==> config.mk <==
export PLATFORM = sky130hd
export DESIGN_NAME = ata_lba_latch
export DESIGN_NICKNAME = d
export VERILOG_FILES = /design/src/rtl/ata_tf_pkg.sv /design/src/rtl/ata_mode_decode.sv /design/src/rtl/ata_acc_field.sv /design/src/rtl/ata_drive_acc.sv /design/src/rtl/ata_lba_latch.sv
export SDC_FILE = /design/constraint.sdc
export NUM_CORES = 1
export LEC_CHECK = 0
export CORE_ASPECT_RATIO = 1.1
export CORE_UTILIZATION = 54
export DETAILED_ROUTE_END_ITERATION = 8
export GPL_ROUTABILITY_DRIVEN = 0
export GPL_TIMING_DRIVEN = 0
export PLACE_DENSITY = 0.86
export SETUP_SLACK_MARGIN = 0.15
export SLEW_MARGIN = 20
export SYNTH_ARGS = -nofsm -noshare
export SYNTH_HDL_FRONTEND = slang
export SYNTH_SLANG_ARGS = --single-unit
==> constraint.sdc <==
create_clock -name clk_i -period 4.37 [get_ports clk_i]
set_clock_uncertainty 0.05 [all_clocks]
set_input_delay 0.6555 -clock clk_i [delete_from_list [all_inputs] [get_ports clk_i]]
set_output_delay 0.6555 -clock clk_i [all_outputs]
set_load 0.01 [all_outputs]
==> src/rtl/ata_tf_pkg.sv <==
package ata_tf_pkg;
  localparam int NUM_DRV = 2;
  localparam int BYTE_W  = 8;
  localparam int ADDR_W  = 3;
  localparam int LBA_W   = 48;
  localparam int CNT_W   = 16;
  localparam int NUM_FLD = 4;
  localparam int FLD_W   = 2 * BYTE_W;
  localparam int L28_W   = 28;

  typedef enum logic [1:0] {
    MODE_CHS   = 2'd0,
    MODE_LBA28 = 2'd1,
    MODE_LBA48 = 2'd2,
    MODE_MIXED = 2'd3
  } addr_mode_e;

  localparam logic [ADDR_W-1:0] OFS_COUNT    = 3'd2;
  localparam logic [ADDR_W-1:0] OFS_SECT     = 3'd3;
  localparam logic [ADDR_W-1:0] OFS_CYL_LO   = 3'd4;
  localparam logic [ADDR_W-1:0] OFS_CYL_HI   = 3'd5;
  localparam logic [ADDR_W-1:0] OFS_DEV_HEAD = 3'd6;

  // field index order inside a drive accumulator
  localparam int FLD_COUNT  = 0;
  localparam int FLD_SECT   = 1;
  localparam int FLD_CYL_LO = 2;
  localparam int FLD_CYL_HI = 3;
endpackage

==> src/rtl/ata_mode_decode.sv <==
module ata_mode_decode
  import ata_tf_pkg::*;
(
  input  logic [BYTE_W-1:0] dev_head_i,
  output addr_mode_e        mode_o
);
  always_comb begin
    if (!dev_head_i[6])                         mode_o = MODE_CHS;
    else if (dev_head_i[7] && dev_head_i[5])    mode_o = MODE_LBA28;
    else if (!dev_head_i[7] && !dev_head_i[5])  mode_o = MODE_LBA48;
    else                                        mode_o = MODE_MIXED;
  end
endmodule

==> src/rtl/ata_acc_field.sv <==
module ata_acc_field
  import ata_tf_pkg::*;
#(
  parameter bit LOAD_FIRST = 1'b0  // first write replaces the field instead of ORing
) (
  input  logic              clk_i,
  input  logic              rst_ni,
  input  logic              wr_i,
  input  logic [BYTE_W-1:0] data_i,
  input  logic              rearm_i,
  input  logic              clr_i,
  output logic [FLD_W-1:0]  val_o,
  output logic              tog_o
);
  logic [BYTE_W-1:0] hi_q, lo_q;
  logic              tog_q;

  always_ff @(posedge clk_i or negedge rst_ni) begin
    if (!rst_ni) begin
      hi_q  <= '0;
      lo_q  <= '0;
      tog_q <= 1'b0;
    end else if (clr_i) begin
      hi_q  <= '0;
      lo_q  <= '0;
      tog_q <= 1'b0;
    end else if (rearm_i) begin
      tog_q <= 1'b0;
    end else if (wr_i) begin
      if (!tog_q) begin
        if (LOAD_FIRST) begin
          hi_q <= data_i;
          lo_q <= '0;
        end else begin
          hi_q <= hi_q | data_i;
        end
      end else begin
        lo_q <= lo_q | data_i;
      end
      tog_q <= ~tog_q;
    end
  end

  assign val_o = {hi_q, lo_q};
  assign tog_o = tog_q;
endmodule

==> src/rtl/ata_drive_acc.sv <==
module ata_drive_acc
  import ata_tf_pkg::*;
(
  input  logic               clk_i,
  input  logic               rst_ni,
  input  logic [NUM_FLD-1:0] wr_fld_i,
  input  logic [BYTE_W-1:0]  data_i,
  input  logic               rearm_i,
  input  logic               clr_i,
  output logic [LBA_W-1:0]   lba_o,
  output logic [CNT_W-1:0]   cnt_o,
  output logic [NUM_FLD-1:0] tog_o
);
  logic [NUM_FLD-1:0][FLD_W-1:0] fld_val;

  for (genvar f = 0; f < NUM_FLD; f++) begin : g_fld
    ata_acc_field #(.LOAD_FIRST(f == FLD_COUNT)) u_fld (
      .clk_i   (clk_i),
      .rst_ni  (rst_ni),
      .wr_i    (wr_fld_i[f]),
      .data_i  (data_i),
      .rearm_i (rearm_i),
      .clr_i   (clr_i),
      .val_o   (fld_val[f]),
      .tog_o   (tog_o[f])
    );
  end

  // high halves fill bits 47:24, low halves fill bits 23:0
  assign lba_o = {fld_val[FLD_CYL_HI][FLD_W-1:BYTE_W],
                  fld_val[FLD_CYL_LO][FLD_W-1:BYTE_W],
                  fld_val[FLD_SECT][FLD_W-1:BYTE_W],
                  fld_val[FLD_CYL_HI][BYTE_W-1:0],
                  fld_val[FLD_CYL_LO][BYTE_W-1:0],
                  fld_val[FLD_SECT][BYTE_W-1:0]};
  assign cnt_o = fld_val[FLD_COUNT];
endmodule

==> src/rtl/ata_lba_latch.sv <==
module ata_lba_latch
  import ata_tf_pkg::*;
(
  input  logic                       clk_i,
  input  logic                       rst_ni,
  input  logic                       wr_en_i,
  input  logic [ADDR_W-1:0]          wr_addr_i,
  input  logic [BYTE_W-1:0]          wr_data_i,
  input  logic                       cmd_issue_i,
  output logic [1:0]                 mode_o,
  output logic                       drv_sel_o,
  output logic [NUM_DRV*LBA_W-1:0]   lba_o,
  output logic [NUM_DRV*CNT_W-1:0]   count_o,
  output logic [LBA_W-1:0]           sel_lba_o,
  output logic [CNT_W-1:0]           sel_count_o
);
  localparam int LBA_PAD = LBA_W - L28_W;

  logic [BYTE_W-1:0] cnt_q, sect_q, cyl_lo_q, cyl_hi_q, dh_q;
  addr_mode_e        mode;
  logic              is_l48;
  logic              rearm;
  logic [NUM_FLD-1:0]         wr_fld;
  logic [LBA_W-1:0]           lba_legacy;
  logic [CNT_W-1:0]           cnt_legacy;
  logic [NUM_DRV*LBA_W-1:0]   acc_lba;
  logic [NUM_DRV*CNT_W-1:0]   acc_cnt;
  logic [NUM_DRV*NUM_FLD-1:0] acc_tog;

  always_ff @(posedge clk_i or negedge rst_ni) begin
    if (!rst_ni) begin
      cnt_q    <= '0;
      sect_q   <= '0;
      cyl_lo_q <= '0;
      cyl_hi_q <= '0;
      dh_q     <= '0;
    end else if (wr_en_i) begin
      unique case (wr_addr_i)
        OFS_COUNT:    cnt_q    <= wr_data_i;
        OFS_SECT:     sect_q   <= wr_data_i;
        OFS_CYL_LO:   cyl_lo_q <= wr_data_i;
        OFS_CYL_HI:   cyl_hi_q <= wr_data_i;
        OFS_DEV_HEAD: dh_q     <= wr_data_i;
        default: ;
      endcase
    end
  end

  ata_mode_decode u_dec (
    .dev_head_i (dh_q),
    .mode_o     (mode)
  );

  assign is_l48 = (mode == MODE_LBA48);
  assign rearm  = wr_en_i && (wr_addr_i == OFS_DEV_HEAD) && (wr_data_i[7:5] != dh_q[7:5]);

  always_comb begin
    wr_fld = '0;
    if (wr_en_i && is_l48) begin
      wr_fld[FLD_COUNT]  = (wr_addr_i == OFS_COUNT);
      wr_fld[FLD_SECT]   = (wr_addr_i == OFS_SECT);
      wr_fld[FLD_CYL_LO] = (wr_addr_i == OFS_CYL_LO);
      wr_fld[FLD_CYL_HI] = (wr_addr_i == OFS_CYL_HI);
    end
  end

  assign lba_legacy = {{LBA_PAD{1'b0}}, dh_q[3:0], cyl_hi_q, cyl_lo_q, sect_q};
  assign cnt_legacy = (cnt_q == '0) ? CNT_W'(256) : CNT_W'(cnt_q);

  for (genvar d = 0; d < NUM_DRV; d++) begin : g_drv
    ata_drive_acc u_acc (
      .clk_i    (clk_i),
      .rst_ni   (rst_ni),
      .wr_fld_i (wr_fld),
      .data_i   (wr_data_i),
      .rearm_i  (rearm),
      .clr_i    (cmd_issue_i && (dh_q[4] == 1'(d))),
      .lba_o    (acc_lba[d*LBA_W +: LBA_W]),
      .cnt_o    (acc_cnt[d*CNT_W +: CNT_W]),
      .tog_o    (acc_tog[d*NUM_FLD +: NUM_FLD])
    );
    assign lba_o[d*LBA_W +: LBA_W]   = is_l48 ? acc_lba[d*LBA_W +: LBA_W] : lba_legacy;
    assign count_o[d*CNT_W +: CNT_W] = is_l48 ? acc_cnt[d*CNT_W +: CNT_W] : cnt_legacy;
  end

  assign mode_o      = mode;
  assign drv_sel_o   = dh_q[4];
  assign sel_lba_o   = dh_q[4] ? lba_o[LBA_W +: LBA_W]   : lba_o[0 +: LBA_W];
  assign sel_count_o = dh_q[4] ? count_o[CNT_W +: CNT_W] : count_o[0 +: CNT_W];
endmodule

Yosys cells after proc, flatten, opt, wreduce, memory -nomap -nowiden

Index checks and enable logic that the tools add are counted.

Bits of input ports: 15
Output and inout port bits: 195
Flip-flop bits (word level): 176
Word-level logic and storage cells: 221

Equality and inequality tests: 17
Bitwise logic cells: 23
Reduce and logical (&&, ||, !) cells: 53
Multiplexer cells: 99

Operators with widths:

| operator                                                               | number |
|---|---|
| 8-bit 2-to-1 mux                                                       | 64 |
| 48-bit 2-to-1 mux                                                      | 3 |
| 8-bit bitwise OR                                                       | 14 |
| 16-bit 2-to-1 mux                                                      | 3 |
| 3-bit AND reduction                                                    | 14 |
| 2-bit nonzero test                                                     | 14 |
| 1-bit 2-to-1 mux                                                       | 25 |
| 3-bit nonzero test                                                     | 8 |
| 2-bit by 1-bit != test with 1-bit output (second input constant)       | 10 |
| 2-bit AND reduction                                                    | 7 |
| 3-bit equality test (second input constant)                            | 3 |
| 9-bit 2-to-1 mux                                                       | 1 |
| 1-bit inverter                                                         | 9 |
| 8-bit logical NOT                                                      | 1 |
| 1-bit logical AND                                                      | 7 |
| 3-bit by 2-bit equality test with 1-bit output (second input constant) | 2 |
| 2-bit 2-to-1 mux                                                       | 2 |
| 4-bit 2-to-1 mux                                                       | 1 |
| 3-bit != test                                                          | 1 |
| 2-bit equality test (second input constant)                            | 1 |
| 1-bit logical NOT                                                      | 2 |

Depth between registers and ports, before layout

Gate-level depths: netlist of the first run.

Word-level depth: 11
Mapped depth: 6
Mapped depth without buffers: 3

Cells and area by module

Synthesis of the first run repeated with hierarchy kept, for this count alone.

Cells, all modules: 1060
Area, all modules: 10049.6 um^2

Modules (own cells, without submodules):

| module                                             | sequential area each (um^2) | times used | cells an instance | area an instance (um^2) |
|---|---|---|---|---|
| ata_acc_field at g_drv[0].u_acc.g_fld[2].u_fld ... | 425.4                       | 5          | 69                | 757.0 |
| ata_lba_latch                                      | 1001.0                      | 1          | 501               | 3737.3 |
| ata_acc_field at g_drv[0].u_acc.g_fld[0].u_fld ... | 425.4                       | 2          | 73                | 879.6 |
| ata_acc_field at g_drv[0].u_acc.g_fld[1].u_fld     | 425.4                       | 1          | 66                | 749.5 |
| ata_mode_decode                                    | 0.0                         | 1          | 2                 | 18.8 |

Worst setup path before layout of the first run

No wires, ideal clock.

Kind: flip-flop to output port
Start: register dh_q[7]
End: output port sel_count_o[10]
Slack: 1.981 ns
Arrival time: 1.683 ns
Path buffers: 4
Required time: 3.664 ns
Cell stages (with the launch flop): 7
Cell sequence: dfrtp_1 or3b_4 buf_6 buf_2 buf_2 clkbuf_1 nor2_1

Longest elaborated chain between the ends: 8
Elaborated cells on any way between the ends: 10
Classes of those cells: eq/ne (1); mux (6); reduce/logical (3)

RTL lines:

| what                    | line                  | RTL |
|---|---|---|
| from (decl)             | ata_lba_latch.sv:19   | `logic [BYTE_W-1:0] cnt_q, sect_q, cyl_lo_q, cyl_hi_q, dh_q;` |
| from (signal assigned)  | ata_lba_latch.sv:43   | `OFS_DEV_HEAD: dh_q <= wr_data_i;` |
| 1-bit logical NOT       | ata_mode_decode.sv:10 | `else if (!dev_head_i[7] && !dev_head_i[5]) mode_o = MODE_LBA48;` |
| 1-bit logical AND       | ata_mode_decode.sv:10 |  |
| 1-bit 2-to-1 mux        | ata_mode_decode.sv:10 |  |
| 2-bit 2-to-1 mux (*)    | ata_mode_decode.sv:9  | `else if (dev_head_i[7] && dev_head_i[5]) mode_o = MODE_LBA28;` |
| 2-bit 2-to-1 mux (*)    | ata_mode_decode.sv:8  | `if (!dev_head_i[6]) mode_o = MODE_CHS;` |
| 2-bit equality test (*) | ata_lba_latch.sv:54   | `assign is_l48 = (mode == MODE_LBA48);` |
| 16-bit 2-to-1 mux       | ata_lba_latch.sv:83   | `assign count_o[d*CNT_W +: CNT_W] = is_l48 ? acc_cnt[d*CNT_W +: CNT_W] : cnt_legacy;` |
| 16-bit 2-to-1 mux (*)   | ata_lba_latch.sv:89   | `assign sel_count_o = dh_q[4] ? count_o[CNT_W +: CNT_W] : count_o[0 +: CNT_W];` |
| to (decl)               | ata_lba_latch.sv:15   | `output logic [CNT_W-1:0] sel_count_o` |

Mark *: on every way between the ends. The rest lies on a longest branch, timed or not.

Worst setup path after layout of the first run

Start: register dh_q[7]
End: output port lba_o[72]

Longest elaborated chain between the ends: 7
Elaborated cells on any way between the ends: 8
Classes of those cells: eq/ne (1); mux (4); reduce/logical (3)

RTL lines:

| what                    | line                  | RTL |
|---|---|---|
| 1-bit logical NOT       | ata_mode_decode.sv:10 |  |
| 1-bit logical AND       | ata_mode_decode.sv:10 |  |
| 1-bit 2-to-1 mux        | ata_mode_decode.sv:10 |  |
| 2-bit 2-to-1 mux (*)    | ata_mode_decode.sv:9  |  |
| 2-bit 2-to-1 mux (*)    | ata_mode_decode.sv:8  |  |
| 2-bit equality test (*) | ata_lba_latch.sv:54   |  |
| 48-bit 2-to-1 mux (*)   | ata_lba_latch.sv:82   | `assign lba_o[d*LBA_W +: LBA_W] = is_l48 ? acc_lba[d*LBA_W +: LBA_W] : lba_legacy;` |
| to (decl)               | ata_lba_latch.sv:12   | `output logic [NUM_DRV*LBA_W-1:0] lba_o,` |

Marked as above.

==> results.md, run 1 <==
* Top post-synthesis cells by count: nand2_1, dfrtp_1, mux2i_1
* Max Freq at 242.0 MHz
* Arr. time, crit path at 3430 ps
* Port Buffers at 202
* Syn-to-layout area delta at 32.65%
* Setup WS post-layout at 238.3 ps
* Final Cycle Share at 94.55%
* # rows at 48
* Antenna diodes at 0
* Worst path top cell family by delay: buffers and inverters
* Critical Path RT at 3660 ps
* Clock transition at the registers of the reported paths at 70 ps
* CTS tree: yes
* Critical Path Fanout Max at 10
* Footprint of the multi-input gates at 0.004183 mm2
* MaxCap Viol Count at 0
* Gr ovfl total at 0
* Slew Viols, Final at 0
* Min Tclk post-route at 4132 ps
* R2R depth at 5
* Synth warn at 0
* Initial Utilization at 56.08%
* R2R Setup Slk at 2040 ps
* Area share of the largest cell type after synthesis at 49.35%
* Initial drt markers at 1,045
* Wire per inst at 20.99 um
* Reg area at 0.004404 mm2
* Worst Path Buf+Inv at 3
* Crit-path slowest cell: clkbuf_1
* Post-Synthesis Cells at 1,039
* Vias in the first global route at 8,589
* Setup Buffers After CTS at 0
* Post-Layout Inst Area at 0.01184 mm2
* Total CTS buffers at 17
* Vias per std cell at 6.048
* Die ar. at 0.01705 mm2
* R2r endpoint: g_drv[1].u_acc.g_fld[0].u_fld.lo_q[6]
* Vias at 8,915
* CP Capture Type: output pin
* RR Startpoint: dh_q[7]
* CTS H-tree depth at 4
* First drt pass iteration count at 6
* Sequence of cells on the critical path: nor3b_2, clkbuf_1, buf_1, nand2_1, nand2_1, clkdlybuf4s50_1
* Tightest Hold Check Type: primary input to asynchronous set/reset pin
* Max clock buf depth at 2
* Worst-margin pin slew at 1054 ps
* Placeable Area at 0.01592 mm2
* Nets at 1,276
* Worst hold slack at 120.0 ps
* Antenna violations before repair at 0
* ANT nets after route at 0
* Top-count cell post-synth: nand2_1
* Peak VDD IR at 0.0002387 V
* Sequential area share after synthesis at 49.35%
* Ratio of cells with drive above 1 in the final layout at 4.945%
* Crit path largest cell delay at 660 ps
* Ranking of synthesized cells by area: dfrtp_1, nand2_1, mux2i_1, and2_1, o21ai_0
* Largest net degree at the start of global routing at 102
* Placed cell area at 0.01123 mm2
* Syn nets at 1,054
* Status: finished, final reports clean
* Hpwl dp at 21,320 um
* Mean post-synth cell area at 8.590 um2
* Unrepaired setup endpoints after global routing: no
* Residual DRC at 0
* Post-Route Setup TNS at 0 ps
* Synth unique cells at 36
* Relative slew slack at 29.38%
* Pwr dens at 414.3 mW/mm2
* Die Y at 136.8 um
* CP dominant cell by count: nand2_1
* Ys async rst share at 100.0%
* CTS Root Cell: clkbuf_16
* Chip width at 124.6 um
* Dpl ws at 645.3 ps
* Top-level I/O count at 210
* Global-route wire length before repair at 47,320 um
* CP Launch Type: flip-flop
* Global-route usage over all layers at 36.85%
* Seq cells post-synth at 176
* CP Class: flip-flop to output pin
* Fin. Hold Viols at 0
* Clock latency on the worst-skew pair at 440 ps
* Drt total wl at 30,950 um
* Fill count at 1,136
* Pleak at 5.516 nW
* CTS Sinks at 176
* Area leader, netlist: dfrtp_1
* Post-synth EDFFs at 0
* Synth Flop Type: dfrtp_1
* Cell area after synthesis at 0.008925 mm2
* Final setup fails at 0
* Power Total at 4.905 mW
[layer usage]
| layer | part of all wire (%) | track usage (%) |
|---|---|---|
| met4 | 6.6 | 24.03 |
| met2 | 47 | 59.36 |
| met1 | 36 | 43.88 |
| met3 | 9.9 | 10.01 |
| met5 | 0 | 0 |
[repair_timing]
item | 4_1_cts | 5_1_grt
hold buffers | 0 | 0
resized for setup | 1 | 0
setup endpoints to repair | 4 | 0
[metrics by stage]
stage | utilization (%) | std cells
4_1_cts | 74.39 | 1474
3_5_place_dp | 70.56 | 1442
6_report | 74.39 | 1474
2_1_floorplan | - | 1039
3_3_place_gp | 70.35 | 1441
5_1_grt | 74.39 | 1474
[power breakdown]
part | internal, mW | total [mW] | leakage, nW | switching (mW)
Sequential | 1.73 | 1.82 | 2.39 | 0.0841
Clock | 0.915 | 1.59 | 0.286 | 0.671
Combinational | 0.629 | 1.50 | 2.84 | 0.873
Total | 3.28 | 4.90 | 5.52 | 1.63
[cell usage in the layout, fill, tap and decap left out, drive strengths merged]
master / count
nand2: 381
clkdlybuf4s50: 201
dfrtp: 176
o21ai: 116
mux2i: 80
clkbuf: 75
and2: 63
nor2: 43
buf: 28
a22o: 24
a31oi: 17
or3: 8
mux2: 8
a211oi: 8
and3: 4
clkinvlp: 4
clkinv: 4
nand4b: 3
nand3: 3
xnor2: 3
bufinv: 3
nor4: 2
a21o: 2
nand4bb: 2
o31ai: 2
nor4bb: 2
and4b: 2
inv: 2
o21a: 1
nor3b: 1
or3b: 1
o21bai: 1
a21boi: 1
nand2b: 1
nor3: 1
nor2b: 1
[registers in the layout, summed over array words and instances (netlist names)]
name	cells
g_drv.u_acc.g_fld.u_fld.lo_q	64
cyl_hi_q	8
cyl_lo_q	8
sect_q	8
dh_q	8
g_drv.u_acc.g_fld.u_fld.tog_o	8
cnt_q	8
g_drv.u_acc.g_fld.u_fld.hi_q	64
[cell families (layout without fill, tap and decap cells)]
| group | after synthesis | after routing | synth area share [%] |
|---|---|---|---|
| simple gates | 518 | 518 | 24.86 |
| buf+inv | 82 | 317 | 3.841 |
| xor+xnor | 3 | 3 | 0.2945 |
| compound gates | 172 | 172 | 11.68 |
| mux | 88 | 88 | 9.982 |
| flops | 176 | 176 | 49.35 |
[final cells by class]
class	count	area share [%]
timing repair buffer	203	17.35
clock inverter	13	1.363
multi-input combinational	781	35.33
tap	200	2.114
buffer	82	2.896
clock buffer	19	3.741
sequential	176	37.20
[worst reg2reg max path: stages, from the launching register on]
cell and delay, ps:
dfrtp_1 450, nor3b_2 520, buf_2 430, buf_1 480
a31oi_1 170, nor2_1 160
[how the worst max path moves through the flow]
stage / cells after the start / endpoint / start / slack [ps]
CTS: 6 / lba_o[24] / dh_q[7] / 410
detailed placement: 6 / lba_o[73] / dh_q[7] / 650
global placement: 1 / g_drv[0].u_acc.g_fld[2].u_fld.lo_q[4] / rst_ni / -4410
global route: 6 / lba_o[72] / dh_q[7] / 180
finish: 6 / lba_o[72] / dh_q[7] / 240
floorplan: 6 / sel_count_o[10] / dh_q[7] / 1980
Power figures use the tool's default switching activity.
==> run 2, diff against run 1 <==
CORE_UTILIZATION = 49   (was 54)
PLACE_DENSITY = 0.79   (was 0.86)
clock period = 4.6 ns   (was 4.37 ns; I/O delays follow)
==> results.md, run 2 (same netlist as run 1, synthesis figures left out) <==
* Global-route wire length before repair at 46,860 um (-0.98%)
* Total CTS buffers at 17 (unchanged)
* Die Y at 143.5 um (+4.9%)
* CP dominant cell by count: nand2_1
* ANT nets after route at 0 (unchanged)
* Antenna violations before repair at 2 (+2)
* Tightest Hold Check Type: primary input to asynchronous set/reset pin
* Routing usage on met1 at 44.50% (+0.61 points)
* Final setup fails at 0 (unchanged)
* Initial Utilization at 50.31% (-5.8 points)
* Initial drt markers at 886 (-15%)
* Status: finished, final reports clean
* Most common cell after layout, fill and taps aside: nand2_1
* Hold buffers post-CTS at 0 (unchanged)
* Final Non-Filler Cells at 1,513 (+2.6%)
* Clock latency on the worst-skew pair at 440 ps (about the same)
* CP Class: flip-flop to output pin
* Biggest regs: g_drv.u_acc.g_fld.u_fld.hi_q: 64 flops, g_drv.u_acc.g_fld.u_fld.lo_q: 64 flops
* Die ar. at 0.01876 mm2 (+10%)
* Relative slew slack at 27.26% (-2.1 points)
* Pleak at 5.526 nW (+0.18%)
* Max clock buf depth at 2 (unchanged)
* Final Cycle Share at 90.38%
* Met2 GRT Util at 53.80% (-5.6 points)
* Nets at 1,276 (unchanged)
* Drt total wl at 30,830 um (-0.39%)
* Worst path top cell family by delay: buffers and inverters
* Syn-to-layout area delta at 33.25%
* Util after Layout at 67.04% (-7.3 points)
* Slew Viols, Final at 0 (unchanged)
* Top-level I/O count at 210 (unchanged)
* CP Capture Type: output pin
* Fin. Hold Viols at 0 (unchanged)
* Vias at 8,660 (-2.9%)
* Ratio of cells with drive above 1 in the final layout at 4.867% (-0.078 points)
* CP Launch Type: flip-flop
* Clock transition at the registers of the reported paths at 60 ps (about the same)
* Global route hottest layer: met2
* Unrepaired setup endpoints after global routing: no
* GR Util met3 at 7.558% (-2.5 points)
* Sequence of cells on the critical path: nor3b_2, clkbuf_1, buf_1, nand2_1, nand2_1, clkdlybuf4s50_1
* CTS Root Cell: clkbuf_16
* Gr ovfl total at 0 (unchanged)
* Chip width at 130.7 um (+4.9%)
* Combinational group share of total power at 30.6% (about the same)
* Residual DRC at 0 (unchanged)
* Crit path largest cell delay at 680 ps (+20 ps)
* Sw Ratio at 32.72% (-0.47 points)
* Vias in the first global route at 8,262 (-3.8%)
* Hpwl dp at 21,320 um (about the same)
* Max Freq at 240.5 MHz
* Flop pwr share at 37.0% (about the same)
* # rows at 51 (+6.3%)
* First drt pass iteration count at 6 (unchanged)
* Wire per inst at 20.37 um (-3.0%)
* CTS H-tree depth at 4 (unchanged)
* Port Buffers at 202 (unchanged)
* CTS Sinks at 176 (unchanged)
* Largest net degree at the start of global routing at 95 (-6.9%)
* Pwr dens at 392.3 mW/mm2 (-5.3%)
* Peak VDD IR at 0.0002823 V (+18%)
* Clk pwr share at 32.4% (about the same)
* Crit-path slowest cell: clkbuf_1
* Post-Route Setup TNS at 0 ps (unchanged)
* Critical Path RT at 3860 ps (+200 ps)
* Worst-margin pin slew at 1086 ps (+31.64 ps)
* Global-route usage over all layers at 34.14% (-2.7 points)
* P_int at 3.139 mW (-4.2%)
* CTS tree: yes
* Min Tclk post-route at 4157 ps
* Placed insts at 1,480 (+2.6%)
* Placeable Area at 0.01774 mm2 (+11%)
* Worst Path Buf+Inv at 3 (unchanged)
* Sw Pwr at 1.527 mW (-6.2%)
* Worst hold slack at 176.6 ps (+56.56 ps)
* Arr. time, crit path at 3420 ps (about the same)
* Commonest cells after routing, fill and taps aside: nand2_1, clkdlybuf4s50_1, dfrtp_1, mux2i_1, o21ai_0
* Vias per std cell at 5.724 (-5.4%)
* Critical Path Fanout Max at 10 (unchanged)
* Setup Buffers After CTS at 0 (unchanged)
* MaxCap Viol Count at 0 (unchanged)
run 2: cell count changes in the layout (fill, tap and decap cells not counted), sizes merged:
cell / previous run / this run
clkbuf: 75 / 78
clkinv: 4 / 5
clkinvlp: 4 / 2
diode: 0 / 1
inv: 2 / 0
run 2: path summary, 6_finish.rpt:
check / to / from / cells past startpoint / slack (ps)
min: cnt_q[7] / rst_ni / 1 / 180
min in group clk_i: cyl_lo_q[1] / cyl_lo_q[1] / 2 / 430
max reg2reg: g_drv[0].u_acc.g_fld[0].u_fld.lo_q[1] / dh_q[7] / 5 / 2320
max: lba_o[72] / dh_q[7] / 6 / 440
max in group asynchronous: cyl_lo_q[2] / rst_ni / 2 / 3440
min reg2reg: cyl_lo_q[1] / cyl_lo_q[1] / 2 / 430
run 2: layout make-up:
type,instances,area [um2]
Multi-Input combinational cell,781,4183
Timing Repair Buffer,203,2054
Antenna cell,1,2.502
Clock buffer,22,474.2
Buffer,82,342.8
Sequential cell,176,4404
Fill cell,1500,5847
Clock inverter,10,133.9
Tap cell,238,297.8
run 2: repair_timing:
action                     CTS  global route
gates resized for setup      0             1
setup endpoints to repair    0             4
hold endpoints to repair     0             0
run 2: power by group through the flow:
stage	Clock, mW	Combinational, mW	Sequential, mW
detailed placement	0	1.40	1.75
finish	1.51	1.43	1.73
floorplan	0	0.668	1.73
CTS	1.50	1.41	1.72
global route	1.56	1.53	1.74
global placement	0	1.39	1.75
run 2: layer usage:
layer | vias to the layer above | part of all wire [%]
met5 | - | 0.029
met4 | 2 | 3.9
met3 | 98 | 9.8
met2 | 522 | 46
met1 | 4154 | 40
li1 | 3884 | -
run 2: metrics by stage:
stage	area [um2]	power, mW	setup WS (ps)
after floorplan	8925	2.394	2177
after global placement	11240	3.132	-4311
after detailed placement	11280	3.148	722.1
after CTS	11890	4.631	252.7
after global routing	11890	4.822	413.6
final	11890	4.666	442.5
run 2: worst register-to-register path: stages (launching register included):
cell and delay (ps):
dfrtp_1 450, nor3b_2 520, buf_2 440, buf_1 430, a31oi_1 150, nor2_1 150
